## config.mk

```make
export PLATFORM = sky130hd
export DESIGN_NAME = aperture_xlate
export DESIGN_NICKNAME = d
export VERILOG_FILES = /design/src/rtl/apx_pkg.sv /design/src/rtl/apx_regs.sv /design/src/rtl/apx_tlb.sv /design/src/rtl/aperture_xlate.sv
export SDC_FILE = /design/constraint.sdc
export NUM_CORES = 1
export LEC_CHECK = 0
export BUFFER_PORTS_ARGS = -buffer_cell sky130_fd_sc_hd__buf_2
export CELL_PAD_IN_SITES_DETAIL_PLACEMENT = 1
export CELL_PAD_IN_SITES_GLOBAL_PLACEMENT = 1
export CORE_MARGIN = 1
export CORE_UTILIZATION = 44
export CTS_CLUSTER_DIAMETER = 30
export DETAILED_ROUTE_END_ITERATION = 8
export GPL_ROUTABILITY_DRIVEN = 0
export GPL_TIMING_DRIVEN = 0
export PLACE_DENSITY_LB_ADDON = 0.1
export SYNTH_ARGS = -nofsm -noshare
export SYNTH_HDL_FRONTEND = slang
export SYNTH_SLANG_ARGS = --single-unit
```

## constraint.sdc

```tcl
create_clock -name clk -period 2.6 [get_ports clk]
set_input_delay 0.13 -clock clk [delete_from_list [all_inputs] [get_ports clk]]
set_output_delay 0.13 -clock clk [all_outputs]
set_load 0.01 [all_outputs]
```

## src/rtl/apx_pkg.sv

```systemverilog
// Package: shared constants, state type and helpers for the aperture translator.
// Assumes 32-bit bus addresses and 32-bit table entries.
package apx_pkg;
    localparam int AW = 32;
    localparam int WIN_BITS = 4;

    localparam logic [1:0] RSEL_TABLE = 2'd0;
    localparam logic [1:0] RSEL_APER  = 2'd1;
    localparam logic [1:0] RSEL_CTRL  = 2'd2;

    localparam int CB_INVAL  = 0;
    localparam int CB_ENABLE = 8;
    localparam int CB_RESET  = 16;
    localparam int CB_BADOPT = 17;

    typedef enum logic [0:0] {ST_IDLE = 1'b0, ST_FETCH = 1'b1} xl_state_t;

    // Reverse byte order of a little-endian word read from memory.
    function automatic logic [31:0] swap_bytes(input logic [31:0] w);
        return {w[7:0], w[15:8], w[23:16], w[31:24]};
    endfunction
endpackage

```

## src/rtl/apx_regs.sv

```systemverilog
// Module: register file for the translator.
// Holds the table word, the aperture nibble and the control bits. It
// produces a one-cycle flush pulse whenever control is written with the
// invalidate bit set. Assumes a single write port and a combinational read.
module apx_regs
    import apx_pkg::*;
#(
    parameter int PAGE_BITS = 12
) (
    input  logic                    clk,
    input  logic                    rst_n,
    input  logic                    we,
    input  logic [1:0]              sel,
    input  logic [AW-1:0]           wdata,
    output logic [AW-1:0]           rdata,
    output logic [AW-PAGE_BITS-1:0] tbl_page,
    output logic [PAGE_BITS-1:0]    tbl_count,
    output logic [WIN_BITS-1:0]     win_top,
    output logic                    enable,
    output logic                    flush
);
    logic bad_opt;

    // Store register fields on writes; strobes are not kept.
    always_ff @(posedge clk) begin
        if (!rst_n) begin
            tbl_page  <= '0;
            tbl_count <= '0;
            win_top   <= '0;
            enable    <= 1'b0;
            bad_opt   <= 1'b0;
        end else if (we) begin
            case (sel)
                RSEL_TABLE: {tbl_page, tbl_count} <= wdata;
                RSEL_APER:  win_top <= wdata[AW-1 -: WIN_BITS];
                RSEL_CTRL: begin
                    enable  <= wdata[CB_ENABLE];
                    bad_opt <= wdata[CB_BADOPT];
                end
                default: ;
            endcase
        end
    end

    // Invalidate strobe: any control write carrying bit 0.
    assign flush = we && (sel == RSEL_CTRL) && wdata[CB_INVAL];

    // Read multiplexer; strobe positions always read zero.
    always_comb begin
        rdata = '0;
        case (sel)
            RSEL_TABLE: rdata = {tbl_page, tbl_count};
            RSEL_APER:  rdata[AW-1 -: WIN_BITS] = win_top;
            RSEL_CTRL: begin
                rdata[CB_ENABLE] = enable;
                rdata[CB_BADOPT] = bad_opt;
            end
            default: ;
        endcase
    end

    AST_APER_LOW_ZERO: assert property (@(posedge clk) disable iff (!rst_n)
        (sel == RSEL_APER) |-> (rdata[AW-WIN_BITS-1:0] == '0));
    AST_STROBES_READ_ZERO: assert property (@(posedge clk) disable iff (!rst_n)
        (sel == RSEL_CTRL) |-> (!rdata[CB_INVAL] && !rdata[CB_RESET]));
    AST_ENABLE_FOLLOWS_WRITE: assert property (@(posedge clk) disable iff (!rst_n)
        (we && sel == RSEL_CTRL) |=> (enable == $past(wdata[CB_ENABLE])));
endmodule

```

## src/rtl/apx_tlb.sv

```systemverilog
// Module: fully associative translation buffer.
// Maps page index tags to physical page numbers. Lookup is combinational.
// Fills go round-robin in fill order, and flush empties every slot.
// Assumes the caller never inserts a tag that is already present.
module apx_tlb #(
    parameter int DEPTH = 4,
    parameter int TAG_W = 16,
    parameter int PPN_W = 20
) (
    input  logic             clk,
    input  logic             rst_n,
    input  logic             flush,
    input  logic [TAG_W-1:0] lk_tag,
    output logic             hit,
    output logic [PPN_W-1:0] hit_ppn,
    input  logic             ins_en,
    input  logic [TAG_W-1:0] ins_tag,
    input  logic [PPN_W-1:0] ins_ppn
);
    localparam int PTR_W = (DEPTH > 1) ? $clog2(DEPTH) : 1;

    logic [DEPTH-1:0] valid;
    logic [DEPTH-1:0] match;
    logic [TAG_W-1:0] tags [DEPTH];
    logic [PPN_W-1:0] ppns [DEPTH];
    logic [PTR_W-1:0] fill_ptr;

    // Per-slot tag comparators.
    for (genvar g = 0; g < DEPTH; g++) begin : g_cmp
        assign match[g] = valid[g] && (tags[g] == lk_tag);
    end

    // OR-combine the matching slot's page number.
    always_comb begin
        hit_ppn = '0;
        for (int i = 0; i < DEPTH; i++) begin
            if (match[i]) hit_ppn = hit_ppn | ppns[i];
        end
    end
    assign hit = |match;

    // Slot valid bits and fill pointer; flush wins over a fill.
    always_ff @(posedge clk) begin
        if (!rst_n) begin
            valid    <= '0;
            fill_ptr <= '0;
        end else if (flush) begin
            valid    <= '0;
            fill_ptr <= '0;
        end else if (ins_en) begin
            valid[fill_ptr] <= 1'b1;
            fill_ptr <= (fill_ptr == PTR_W'(DEPTH - 1)) ? '0 : fill_ptr + 1'b1;
        end
    end

    // Slot payload storage, written on fills.
    always_ff @(posedge clk) begin
        if (ins_en && !flush) begin
            tags[fill_ptr] <= ins_tag;
            ppns[fill_ptr] <= ins_ppn;
        end
    end

    AST_FLUSH_EMPTIES: assert property (@(posedge clk) disable iff (!rst_n)
        flush |=> (valid == '0));
    AST_SINGLE_MATCH: assert property (@(posedge clk) disable iff (!rst_n)
        $onehot0(match));
endmodule

```

## src/rtl/aperture_xlate.sv

```systemverilog
// Module: aperture page remapping translator (top).
// Accepts one request at a time. It faults when disabled or out of range,
// answers buffer hits one cycle later, and fetches the table entry on a
// miss. Assumes mem_ack is a one-cycle pulse given only while mem_req is high.
module aperture_xlate
    import apx_pkg::*;
#(
    parameter int PAGE_BITS = 12,
    parameter int TLB_DEPTH = 4
) (
    input  logic          clk,
    input  logic          rst_n,
    input  logic          reg_we,
    input  logic [1:0]    reg_addr,
    input  logic [AW-1:0] reg_wdata,
    output logic [AW-1:0] reg_rdata,
    input  logic          req_valid,
    output logic          req_ready,
    input  logic [AW-1:0] req_addr,
    output logic          rsp_valid,
    output logic          rsp_fault,
    output logic [AW-1:0] rsp_paddr,
    output logic          mem_req,
    output logic [AW-1:0] mem_addr,
    input  logic          mem_ack,
    input  logic [AW-1:0] mem_rdata,
    output logic          idle
);
    localparam int IDX_W = AW - WIN_BITS - PAGE_BITS;
    localparam int PPN_W = AW - PAGE_BITS;

    logic [PPN_W-1:0]     tbl_page;
    logic [PAGE_BITS-1:0] tbl_count;
    logic [WIN_BITS-1:0]  win_top;
    logic                 enable, flush;

    apx_regs #(.PAGE_BITS(PAGE_BITS)) u_regs (
        .clk(clk), .rst_n(rst_n), .we(reg_we), .sel(reg_addr),
        .wdata(reg_wdata), .rdata(reg_rdata), .tbl_page(tbl_page),
        .tbl_count(tbl_count), .win_top(win_top), .enable(enable),
        .flush(flush)
    );

    xl_state_t            state;
    logic [IDX_W-1:0]     idx, idx_q;
    logic [PAGE_BITS-1:0] off_q;
    logic                 stale_q;
    logic                 in_range, accept, tlb_hit, ins_en;
    logic [PPN_W-1:0]     hit_ppn;
    logic [AW-1:0]        entry;
    logic                 unused_entry_bits;

    assign idx      = req_addr[AW-WIN_BITS-1:PAGE_BITS];
    assign in_range = (req_addr[AW-1 -: WIN_BITS] == win_top) &&
                      (idx < IDX_W'(tbl_count));
    assign accept   = req_valid && (state == ST_IDLE);
    assign entry    = swap_bytes(mem_rdata);
    assign unused_entry_bits = ^entry[PAGE_BITS-1:1];
    assign ins_en   = (state == ST_FETCH) && mem_ack && entry[0] && !stale_q && !flush;

    apx_tlb #(.DEPTH(TLB_DEPTH), .TAG_W(IDX_W), .PPN_W(PPN_W)) u_tlb (
        .clk(clk), .rst_n(rst_n), .flush(flush), .lk_tag(idx),
        .hit(tlb_hit), .hit_ppn(hit_ppn), .ins_en(ins_en),
        .ins_tag(idx_q), .ins_ppn(entry[AW-1:PAGE_BITS])
    );

    // Request sequencing: classify on accept, fetch on a miss, respond once.
    always_ff @(posedge clk) begin
        if (!rst_n) begin
            state     <= ST_IDLE;
            rsp_valid <= 1'b0;
            rsp_fault <= 1'b0;
            rsp_paddr <= '0;
            mem_req   <= 1'b0;
            mem_addr  <= '0;
            idx_q     <= '0;
            off_q     <= '0;
            stale_q   <= 1'b0;
        end else begin
            rsp_valid <= 1'b0;
            if (accept) begin
                if (!enable || !in_range) begin
                    rsp_valid <= 1'b1;
                    rsp_fault <= 1'b1;
                    rsp_paddr <= '0;
                end else if (tlb_hit) begin
                    rsp_valid <= 1'b1;
                    rsp_fault <= 1'b0;
                    rsp_paddr <= {hit_ppn, req_addr[PAGE_BITS-1:0]};
                end else begin
                    state    <= ST_FETCH;
                    mem_req  <= 1'b1;
                    mem_addr <= {tbl_page, {PAGE_BITS{1'b0}}} + AW'({idx, 2'b00});
                    idx_q    <= idx;
                    off_q    <= req_addr[PAGE_BITS-1:0];
                    stale_q  <= 1'b0;
                end
            end else if (state == ST_FETCH) begin
                if (flush) stale_q <= 1'b1;
                if (mem_ack) begin
                    state     <= ST_IDLE;
                    mem_req   <= 1'b0;
                    rsp_valid <= 1'b1;
                    rsp_fault <= !entry[0];
                    rsp_paddr <= entry[0] ? {entry[AW-1:PAGE_BITS], off_q} : '0;
                end
            end
        end
    end

    assign idle      = (state == ST_IDLE);
    assign req_ready = idle;

    AST_OFF_NO_FETCH: assert property (@(posedge clk) disable iff (!rst_n)
        (accept && !enable) |=> (!mem_req && rsp_valid && rsp_fault));
    AST_RANGE_NO_FETCH: assert property (@(posedge clk) disable iff (!rst_n)
        (accept && !in_range) |=> (!mem_req && rsp_fault));
    AST_FETCH_HELD: assert property (@(posedge clk) disable iff (!rst_n)
        (mem_req && !mem_ack) |=> (mem_req && $stable(mem_addr)));
    AST_FAULT_ZERO_ADDR: assert property (@(posedge clk) disable iff (!rst_n)
        (rsp_valid && rsp_fault) |-> (rsp_paddr == '0));
    AST_HIT_NEXT_CYCLE: assert property (@(posedge clk) disable iff (!rst_n)
        (accept && enable && in_range && tlb_hit) |=> (rsp_valid && !rsp_fault && !mem_req));
    AST_IDLE_QUIET: assert property (@(posedge clk) disable iff (!rst_n)
        idle |-> !mem_req);
endmodule

```

; Word-level counts from Yosys, hierarchy flattened
; Memory sizes are Yosys's and may differ from the RTL's.
; Index checks and enable logic that the tools add are counted.
[word_totals]
memories = 2
in_bits = 103
ramBits = 144
wordCells = 120
ff_bits = 141
output_inout_bits = 101
[memory_table]
columns = memory, depth, width, rd, rd_clocked_by_memory_dff, wr, line
row1 = u_tlb.ppns, 4, 20, 4, 0, 1, apx_tlb.sv:25  ; logic [PPN_W-1:0] ppns [DEPTH];
row2 = u_tlb.tags, 4, 16, 4, 0, 1, apx_tlb.sv:24  ; logic [TAG_W-1:0] tags [DEPTH];
[classes]
addsub = 2
n_reduce_logical = 34
bitwise_logic = 8
muxes = 44
order_cmp = 3
eq_ne = 11
[op_table]
columns = op, n
row1 = 32-bit 2-to-1 mux, 6
row2 = 20-bit 2-to-1 mux, 4
row3 = 16-bit equality test, 4
row4 = 20-bit OR, 3
row5 = 32-bit by 18-bit adder with 32-bit output, 1
row6 = 1-bit 2-to-1 mux, 26
row7 = 16-bit by 12-bit < comparator with 1-bit output, 1
row8 = 8-bit 2-to-1 mux, 2
row9 = 1-bit logical AND, 14
row10 = 10-bit 2-to-1 mux, 1
row11 = 4-bit case mux with 2 select lines, 1
row12 = 2-bit AND reduction, 4
row13 = 4-bit AND reduction, 2
row14 = 3-bit AND reduction, 2
row15 = 2-bit nonzero test, 3
row16 = 1-bit logical NOT, 5
row17 = "2-bit equality test, second input constant", 2
row18 = 4-bit equality test, 1
row19 = "2-bit inequality test, second input constant", 2
row20 = 1-bit NOT, 4
row21 = 4-bit OR, 1
row22 = 1-bit case mux with 2 select lines, 2
row23 = 4-bit OR reduction, 1
row24 = "2-bit by 3-bit < comparator with 1-bit output, second input constant", 1
row25 = 9 further kinds, 9

; Depth between registers and ports, before layout
; Gate-level depths: netlist (run 1).
[logic_depth]
word_depth = 12
mapped_depth = 11

; Hierarchy
; Synthesis (run 1) repeated with hierarchy kept, for this count alone.
[hier_totals]
cells_unflattened = 1122
hier_area_um2 = 12270.5
[by_module_without_submodules]
columns = mod, area_each_um2, cells_each, instances
row1 = apx_tlb, 6083.3, 412, 1
row2 = aperture_xlate, 4357.9, 503, 1
row3 = apx_regs, 1829.3, 207, 1

; Worst setup path after synthesis (run 1)
; OpenSTA, ideal clock, no wires.
[synth_path]
path_type = reg-to-reg
startpoint = register u_regs.tbl_count[11]
endpoint = register rsp_paddr[22]
slack_ps = 194
required_time_ps = 2484
arrival_time_ps = 2290
period_less_slack_ps = 2406
path_stages_with_launch = 11
path_buffers = 2
path_cell_list = dfxtp_1 -> inv_1 -> ha_1 -> and4_1 -> nand2_1 -> nand4_1 -> a311o_1 -> o41a_1 -> buf_4 -> buf_6 -> o211a_1
[synth_via]
elab_chain_len = 6
elab_cells_between_ends = 8
[synth_rtl]
columns = item, line
row1 = start: declaration, apx_regs.sv:17  ; output logic [PAGE_BITS-1:0] tbl_count,
row2 = start signal: assignment, apx_regs.sv:34  ; RSEL_TABLE: {tbl_page, tbl_count} <= wdata;
row3 = 16-bit by 12-bit < comparator with 1-bit output *, aperture_xlate.sv:55  ; (idx < IDX_W'(tbl_count));
row4 = 1-bit logical AND *, aperture_xlate.sv:54  ; assign in_range = (req_addr[AW-1 -: WIN_BITS] == win_top) &&
row5 = 1-bit logical NOT *, aperture_xlate.sv:82  ; if (!enable || !in_range) begin
row6 = 1-bit logical OR *, aperture_xlate.sv:82
row7 = 3-bit by 1-bit inequality test with 1-bit output (no source line) / 32-bit 2-to-1 mux (equally long branches), -
row8 = 3-bit AND reduction (no source line) / 32-bit 2-to-1 mux (equally long branches), -
row9 = end signal: assignment, aperture_xlate.sv:89  ; rsp_paddr <= {hit_ppn, req_addr[PAGE_BITS-1:0]};
row10 = end signal: assignment, aperture_xlate.sv:105  ; rsp_paddr <= entry[0] ? {entry[AW-1:PAGE_BITS], off_q} : '0;
row11 = end: declaration, aperture_xlate.sv:22  ; output logic [AW-1:0] rsp_paddr,
; Mark *: on every way between the ends. The rest lies on a longest branch, timed or not.
; A chain may end at the register's enable or synchronous reset.

; Worst setup path after layout (run 1)
[layout_path]
startpoint = register u_regs.tbl_count[6]
endpoint = register rsp_paddr[29]
; The elaborated chain is that of the path after synthesis.

==> impl_metrics.env, run 1 <==
export IMPL_ys_top_cells_by_area="edfxtp_1 (35%), dfxtp_1 (21%), nand2_1 (5.1%)"
export IMPL_drt_total_wl_microns=46500
export IMPL_finalWorstSetupSlack_ns=-0.0743
export IMPL_synthArstFlopShare_pct=0
export IMPL_worst_pin_slew_ns=0.848
export IMPL_yosysTopAreaCell="edfxtp_1"
export IMPL_layout_cells_most_common="buf_2"
export IMPL_firstDrtPassIters=5
export IMPL_cts_root_buf="clkbuf_16"
export IMPL_final_cell_mix="buf_2 (196), nand2_1 (168), edfxtp_1 (144)"
export IMPL_cp_end_kind="register"
export IMPL_rows=60
export IMPL_status="finished, violations left"
export IMPL_netlist_area_sq_um=12300
export IMPL_grt_pass1_wl_microns=68300
export IMPL_hold_violations=0
export IMPL_avgSynthCellArea_sq_um=10.2
export IMPL_arrival_ns=3.12
export IMPL_p_total_w=0.0138
export IMPL_slew_violations=0
export IMPL_synth_ff_type="edfxtp_1"
export IMPL_topRoutingLayerUsed="met5"
export IMPL_crit_fanout=8
export IMPL_setup_violations=30
export IMPL_cp_start_kind="register"
export IMPL_peakVddDrop_v=0.000503
export IMPL_clk_latency_ns=0.58
export IMPL_via_count=11038
export IMPL_hold_class="input pin to register"
export IMPL_coreArea_sq_um=27200
export IMPL_cts_buffers=68
export IMPL_crit_cells=10
export IMPL_start_util_pct=45.1
export IMPL_grt_overflow=0
export IMPL_r2r_end="rsp_paddr[29]"
export IMPL_max_freq_ghz=0.374
export IMPL_r2r_start="u_regs.tbl_count[6]"
export IMPL_place_area_sq_um=13800
export IMPL_timing_final_crit_share_pct=103
export IMPL_ant_nets=0
export IMPL_die_h_microns=169
export IMPL_startpoint="u_regs.tbl_count[6]"
export IMPL_met2WireLength_microns=23600
export IMPL_cp_slowest_stage_delay_ns=0.45
export IMPL_rsz0062_at_grt="true"
export IMPL_area_growth_pct=42.0
export IMPL_cts_buffer_depth=3
export IMPL_io_buffer_count=189
export IMPL_path_buf_inv=3
export IMPL_drive_gt1_share_pct=28.2
export IMPL_p_per_area_nw_per_um2=790
export IMPL_ys_types=57
export IMPL_ys_ff_latch=273
export IMPL_yosysWarnings=0
export IMPL_drtIter0Drc=834
export IMPL_maxSlewHeadroom_pct=43.5
export IMPL_wire_per_inst_microns=23.5
export IMPL_maxCapViolCount=0
export IMPL_synth_edf_count=144
export IMPL_dp_cells=1770
export IMPL_cts_tree="done"
export IMPL_stdcell_count=1983
export IMPL_yosysSeqAreaShare_pct=56.3
export IMPL_grt_pass1_vias=11817
export IMPL_vias_per_cell=5.57
export IMPL_antenna_found_initial=3
export IMPL_dr_wl_met3_microns=3280
export IMPL_dpl_hpwl_microns=27800
export IMPL_final_setup_tns_ns=-1.29
export IMPL_cp_required_ns=3.04
export IMPL_p_leak_nw=7.04
export IMPL_wl_met1_microns=17400
export IMPL_cpLargestDelayFamily="compound AO/OA/AOI/OAI gates"
export IMPL_hp_start="reg_we"
export IMPL_num_nets_final=1680
export IMPL_violations="setup timing"
export IMPL_reg2reg_depth=10
export IMPL_fin_crit_ns=2.67
export IMPL_grt_max_degree=31
export IMPL_fin_skew_ns=0.0343
export IMPL_path_cells="inv_1 -> ha_4 -> and4_1 -> o21ai_1 -> o21ai_2 -> a311o_2 -> o41a_1 -> buf_12 -> buf_8 -> o211a_1"
export IMPL_io_pins=204
export IMPL_die_area_sq_um=28500
export IMPL_cts_sinks=273
export IMPL_crit_path_end="rsp_paddr[29]"
export IMPL_drc=0
export IMPL_synth_top_area_share_pct=35.3
export IMPL_fin_area_sq_um=17400
export IMPL_h_tree_depth=3
export IMPL_synth_cells=1204
export IMPL_grt_usage_pct=32.0
export IMPL_cp_slowest_cell="a311o_2"
export IMPL_fp_dieW_microns=169
export IMPL_rrSetupSlack_ns=-0.07
export IMPL_criticalPathCategory="register to register"
export IMPL_fin_util_pct=64.1
export IMPL_clk_pin_slew_ns=0.04
## per-stage QoR
| step | hold WS (ns) | setup slack (ns) |
|---|---|---|
| 3_3_place_gp | 0.369 | -1.01 |
| 4_1_cts | 0.0404 | -0.0585 |
| 5_1_grt | 0.0715 | -0.130 |
| 2_1_floorplan | 0.229 | 0.194 |
| 6_report | 0.0543 | -0.0743 |
| 3_5_place_dp | 0.365 | -0.999 |
## power by group
part	internal (W)	switching [W]	total, W
Sequential	0.00457	0.0000392	0.00461
Combinational	0.000332	0.000454	0.000786
Clock	0.00555	0.00281	0.00836
## synth_stat cells (4+ instances only)
library cell	number
inv_1	101
or3_1	4
nor3_1	103
nand2b_1	9
buf_1	4
buf_4	14
clkbuf_1	60
edfxtp_1	144
a211oi_2	12
nor2_1	41
xnor2_1	24
a21oi_1	85
o41ai_1	20
mux2i_1	14
ha_1	21
xor2_1	63
dfxtp_1	129
buf_2	8
nand4_1	13
buf_6	7
nor4_1	19
and2_1	19
a22oi_1	12
and3_1	8
nand2_1	168
nand3_1	28
o21ai_0	10
a211oi_1	8
o211a_1	20
## state kept, by name, summed over array words and instances (netlist names)
name / flops
idx_q: 16
mem_addr: 20
mem_req: 1
off_q: 12
rsp_fault: 1
rsp_paddr: 32
rsp_valid: 1
stale_q: 1
state: 1
u_regs.bad_opt: 1
u_regs.enable: 1
u_regs.tbl_count: 12
u_regs.tbl_page: 20
u_regs.win_top: 4
u_tlb.fill_ptr: 2
u_tlb.ppns: 80
u_tlb.tags: 64
u_tlb.valid: 4
## worst reg2reg max path, stage by stage, from the launching register on
cell and delay [ns]:
dfxtp_1 0.30, inv_1 0.18, ha_4 0.25, and4_1 0.16
o21ai_1 0.11, o21ai_2 0.11, a311o_2 0.45, o41a_1 0.45
buf_12 0.19, buf_8 0.15, o211a_1 0.23
## final cells by class
class                           instances  area, sq um
Antenna cell                            2         5.00
Buffer                                 89          527
Clock buffer                           80         1830
Clock inverter                         44          433
Fill cell                            2927         9770
Inverter                              101          379
Multi-Input combinational cell        738         4890
Sequential cell                       273         6920
Tap cell                              372          465
Timing Repair Buffer                  284         1960
## cells by family after synthesis
logic type,Yosys count,share of synthesized area [%]
simple gates,427,16.4
xor+xnor,87,6.21
mux,14,1.14
buf+inv,194,6.88
compound gates,186,10.7
flops,273,56.3
fa+ha+maj,22,2.31
other cells,1,0.0306
## timing repair
action | in CTS | in global routing
pin swaps | 11 | 9
hold buffers | 67 | 0
cloned | 3 | 1
resized for setup | 65 | 51
endpoints found under the setup margin | 85 | 75
endpoints found under the hold margin | 146 | 0
buffers inserted | 11 | 9
## metal layers
layer  global-route usage, %  vias up
met4                    17.7        2
met5                       0        -
met1                    35.0     5442
met3                    6.94      158
met2                    57.4      535
li1                        -     4901
## how the worst min path moves through the flow
stage	endpoint	slack [ns]	cells after the start
finish	u_regs.tbl_page[1]	0.05	4
floorplan	u_tlb.ppns[0][0]	0.23	0
CTS	u_regs.tbl_page[1]	0.04	4
global placement	u_tlb.ppns[2][14]	0.37	1
global route	u_regs.tbl_page[1]	0.07	4
detailed placement	u_tlb.ppns[2][15]	0.36	1
No activity file was read; power rests on OpenSTA's default activity.
==> run 2: changes to the inputs <==
- CELL_PAD_IN_SITES_GLOBAL_PLACEMENT: 1 -> 2
- CORE_UTILIZATION: 44 -> 36
- clock period: 2.6 -> 2.5 ns (I/O delays scaled with it)
==> run 2 against run 1 <==
The run still ends with setup timing left. Die area is 22% higher. Sequential cell count stayed put. Worst hold slack better by 0.015 ns. Sequential share of layout area is 2.4 points lower. Core utilization is 8.8 points lower. Critical path depth is 1 lower. Critical path type unchanged.
==> impl_metrics.env, run 2 (same netlist as run 1, synthesis figures left out) <==
export IMPL_status="finished, violations left"
export IMPL_violations="setup timing"
export IMPL_diodes=0
export IMPL_setup_violations=30
export IMPL_rsz0062_at_grt="true"
export IMPL_clk_pin_slew_ns=0.04
export IMPL_final_cell_mix="buf_2 (191), edfxtp_1 (144), nand2_1 (139)"
export IMPL_grt_overflow=0
export IMPL_p_comb_share_pct=5.3
export IMPL_timing_final_crit_share_pct=102
export IMPL_slew_violations=0
export IMPL_p_total_w=0.0153
export IMPL_area_growth_pct=51.0
export IMPL_p_sw_w=0.00325
export IMPL_drc=0
export IMPL_cts_buffers=72
export IMPL_cp_slowest_cell="a311o_2"
export IMPL_io_buffer_count=189
export IMPL_cp_end_kind="register"
export IMPL_cts_root_buf="clkbuf_16"
export IMPL_largest_register_ffs=80
export IMPL_sw_frac_of_total_pct=21.2
export IMPL_fp_dieW_microns=187
export IMPL_path_buf_inv=2
export IMPL_cts_buffer_depth=3
export IMPL_cpLargestDelayFamily="compound AO/OA/AOI/OAI gates"
export IMPL_grt_max_degree=28
export IMPL_start_util_pct=36.6
export IMPL_clkPwrFrac_pct=63.4
export IMPL_num_nets_final=1703
export IMPL_dp_cells=1846
export IMPL_criticalPathCategory="register to register"
export IMPL_antenna_found_initial=1
export IMPL_vias_per_cell=4.99
export IMPL_drtIter0Drc=417
export IMPL_dp_slack_ns=-1.06
export IMPL_hold_violations=0
export IMPL_h_tree_depth=3
export IMPL_io_pins=204
export IMPL_grt_pass1_vias=10917
export IMPL_arrival_ns=2.95
export IMPL_coreArea_sq_um=33500
export IMPL_worst_pin_slew_ns=1.16
export IMPL_largest_register="u_tlb.ppns"
export IMPL_max_freq_ghz=0.391
export IMPL_cp_required_ns=2.89
export IMPL_drt_total_wl_microns=43000
export IMPL_p_per_area_nw_per_um2=828
export IMPL_maxSlewHeadroom_pct=22.5
export IMPL_cts_tree="done"
export IMPL_cp_slowest_stage_delay_ns=0.47
export IMPL_cts_sinks=273
export IMPL_wire_per_inst_microns=20.6
export IMPL_rows=67
export IMPL_clk_latency_ns=0.57
export IMPL_hold_class="input pin to register"
export IMPL_finalWorstSetupSlack_ns=-0.0603
export IMPL_top_regs="u_tlb.ppns x80, u_tlb.tags x64, rsp_paddr x32"
export IMPL_die_area_sq_um=34800
export IMPL_grt_usage_pct=23.6
export IMPL_grt_pass1_wl_microns=62700
export IMPL_maxCapViolCount=0
export IMPL_fin_skew_ns=0.0334
export IMPL_dpl_hpwl_microns=27800
export IMPL_intPower_w=0.0121
export IMPL_path_cells="xor2_1 -> nor4_2 -> nand4_1 -> a311o_2 -> o41a_1 -> buf_12 -> clkbuf_16 -> nor2_4 -> a211oi_2"
export IMPL_layout_cells_most_common="buf_2"
export IMPL_stdcell_count=2082
export IMPL_ant_nets=0
export IMPL_die_h_microns=187
export IMPL_seq_power_share_pct=31.4
export IMPL_cp_start_kind="register"
export IMPL_crit_fanout=8
export IMPL_drive_gt1_share_pct=32.8
export IMPL_fin_crit_ns=2.56
export IMPL_via_count=10379
export IMPL_peakVddDrop_v=0.000445
export IMPL_p_leak_nw=7.64
export IMPL_firstDrtPassIters=4
==> run 2: cell types whose count changed in the layout (fill, tap and decap cells not counted), sizes merged, moves of 2 or more <==
cell and change:
inv -6, clkbuf +24, clkinvlp -7, clkinv -3, diode -2, bufinv +8, dlygate4sd3 +2, buf +5
==> run 2: final cells by class <==
cell class	instances	area, sq um
inverters	101	379
flip-flops and latches	273	6920
well taps	448	561
multi-input cells	740	5250
clock buffers	94	2020
clock inverters	36	534
repair buffers	299	2220
plain buffers	91	627
fillers	3617	15000
==> run 2: timing repair <==
item,4_1_cts,5_1_grt
setup endpoints to repair,85,75
buffers inserted,15,11
pin swaps,8,66
gates cloned,2,12
hold endpoints to repair,151,0
resized for setup,89,162
hold buffers,69,0
==> run 2: worst min-delay path: stages <==
cell and delay [ns]:
buf_2 0.12, buf_2 0.20, nand2_4 0.09, a21oi_2 0.04
==> run 2: final timing paths <==
path	endpoint	startpoint	cells past startpoint	slack [ns]
hold reg to reg	u_regs.tbl_count[2]	u_regs.tbl_count[2]	2	0.46
setup / recovery	rsp_paddr[6]	u_regs.win_top[0]	9	-0.06
hold / removal	idx_q[1]	req_addr[13]	4	0.07
setup reg to reg	rsp_paddr[6]	u_regs.win_top[0]	9	-0.06
==> run 2: metal layers <==
| layer | track usage (%) | wire length [microns] |
|---|---|---|
| met1 | 27.6 | 17900 |
| met3 | 6.17 | 2380 |
| met5 | 0 | 10 |
| met4 | 9.74 | 941 |
| met2 | 40.9 | 21800 |
==> run 2: through the flow <==
| stage | TNS, ns | hold WS [ns] | utilization [%] | instance area, sq um |
|---|---|---|---|---|
| 2_1_floorplan | 0 | 0.224 | - | 12300 |
| 3_3_place_gp | -160.22 | 0.355 | 41.1 | 13800 |
| 3_5_place_dp | -73.68 | 0.358 | 41.3 | 13900 |
| 4_1_cts | -1.40 | 0.0447 | 52.5 | 17600 |
| 5_1_grt | -5.83 | 0.0675 | 55.2 | 18500 |
| 6_report | -1.02 | 0.0689 | 55.2 | 18500 |
==> run 2: power by group through the flow <==
| stage | clock, W | sequential [W] | combinational (W) |
|---|---|---|---|
| floorplan | 0 | 0.00488 | 0.000320 |
| global placement | 0 | 0.00487 | 0.000605 |
| detailed placement | 0 | 0.00488 | 0.000612 |
| CTS | 0.00984 | 0.00480 | 0.000756 |
| global route | 0.0101 | 0.00481 | 0.000870 |
| finish | 0.00971 | 0.00480 | 0.000805 |
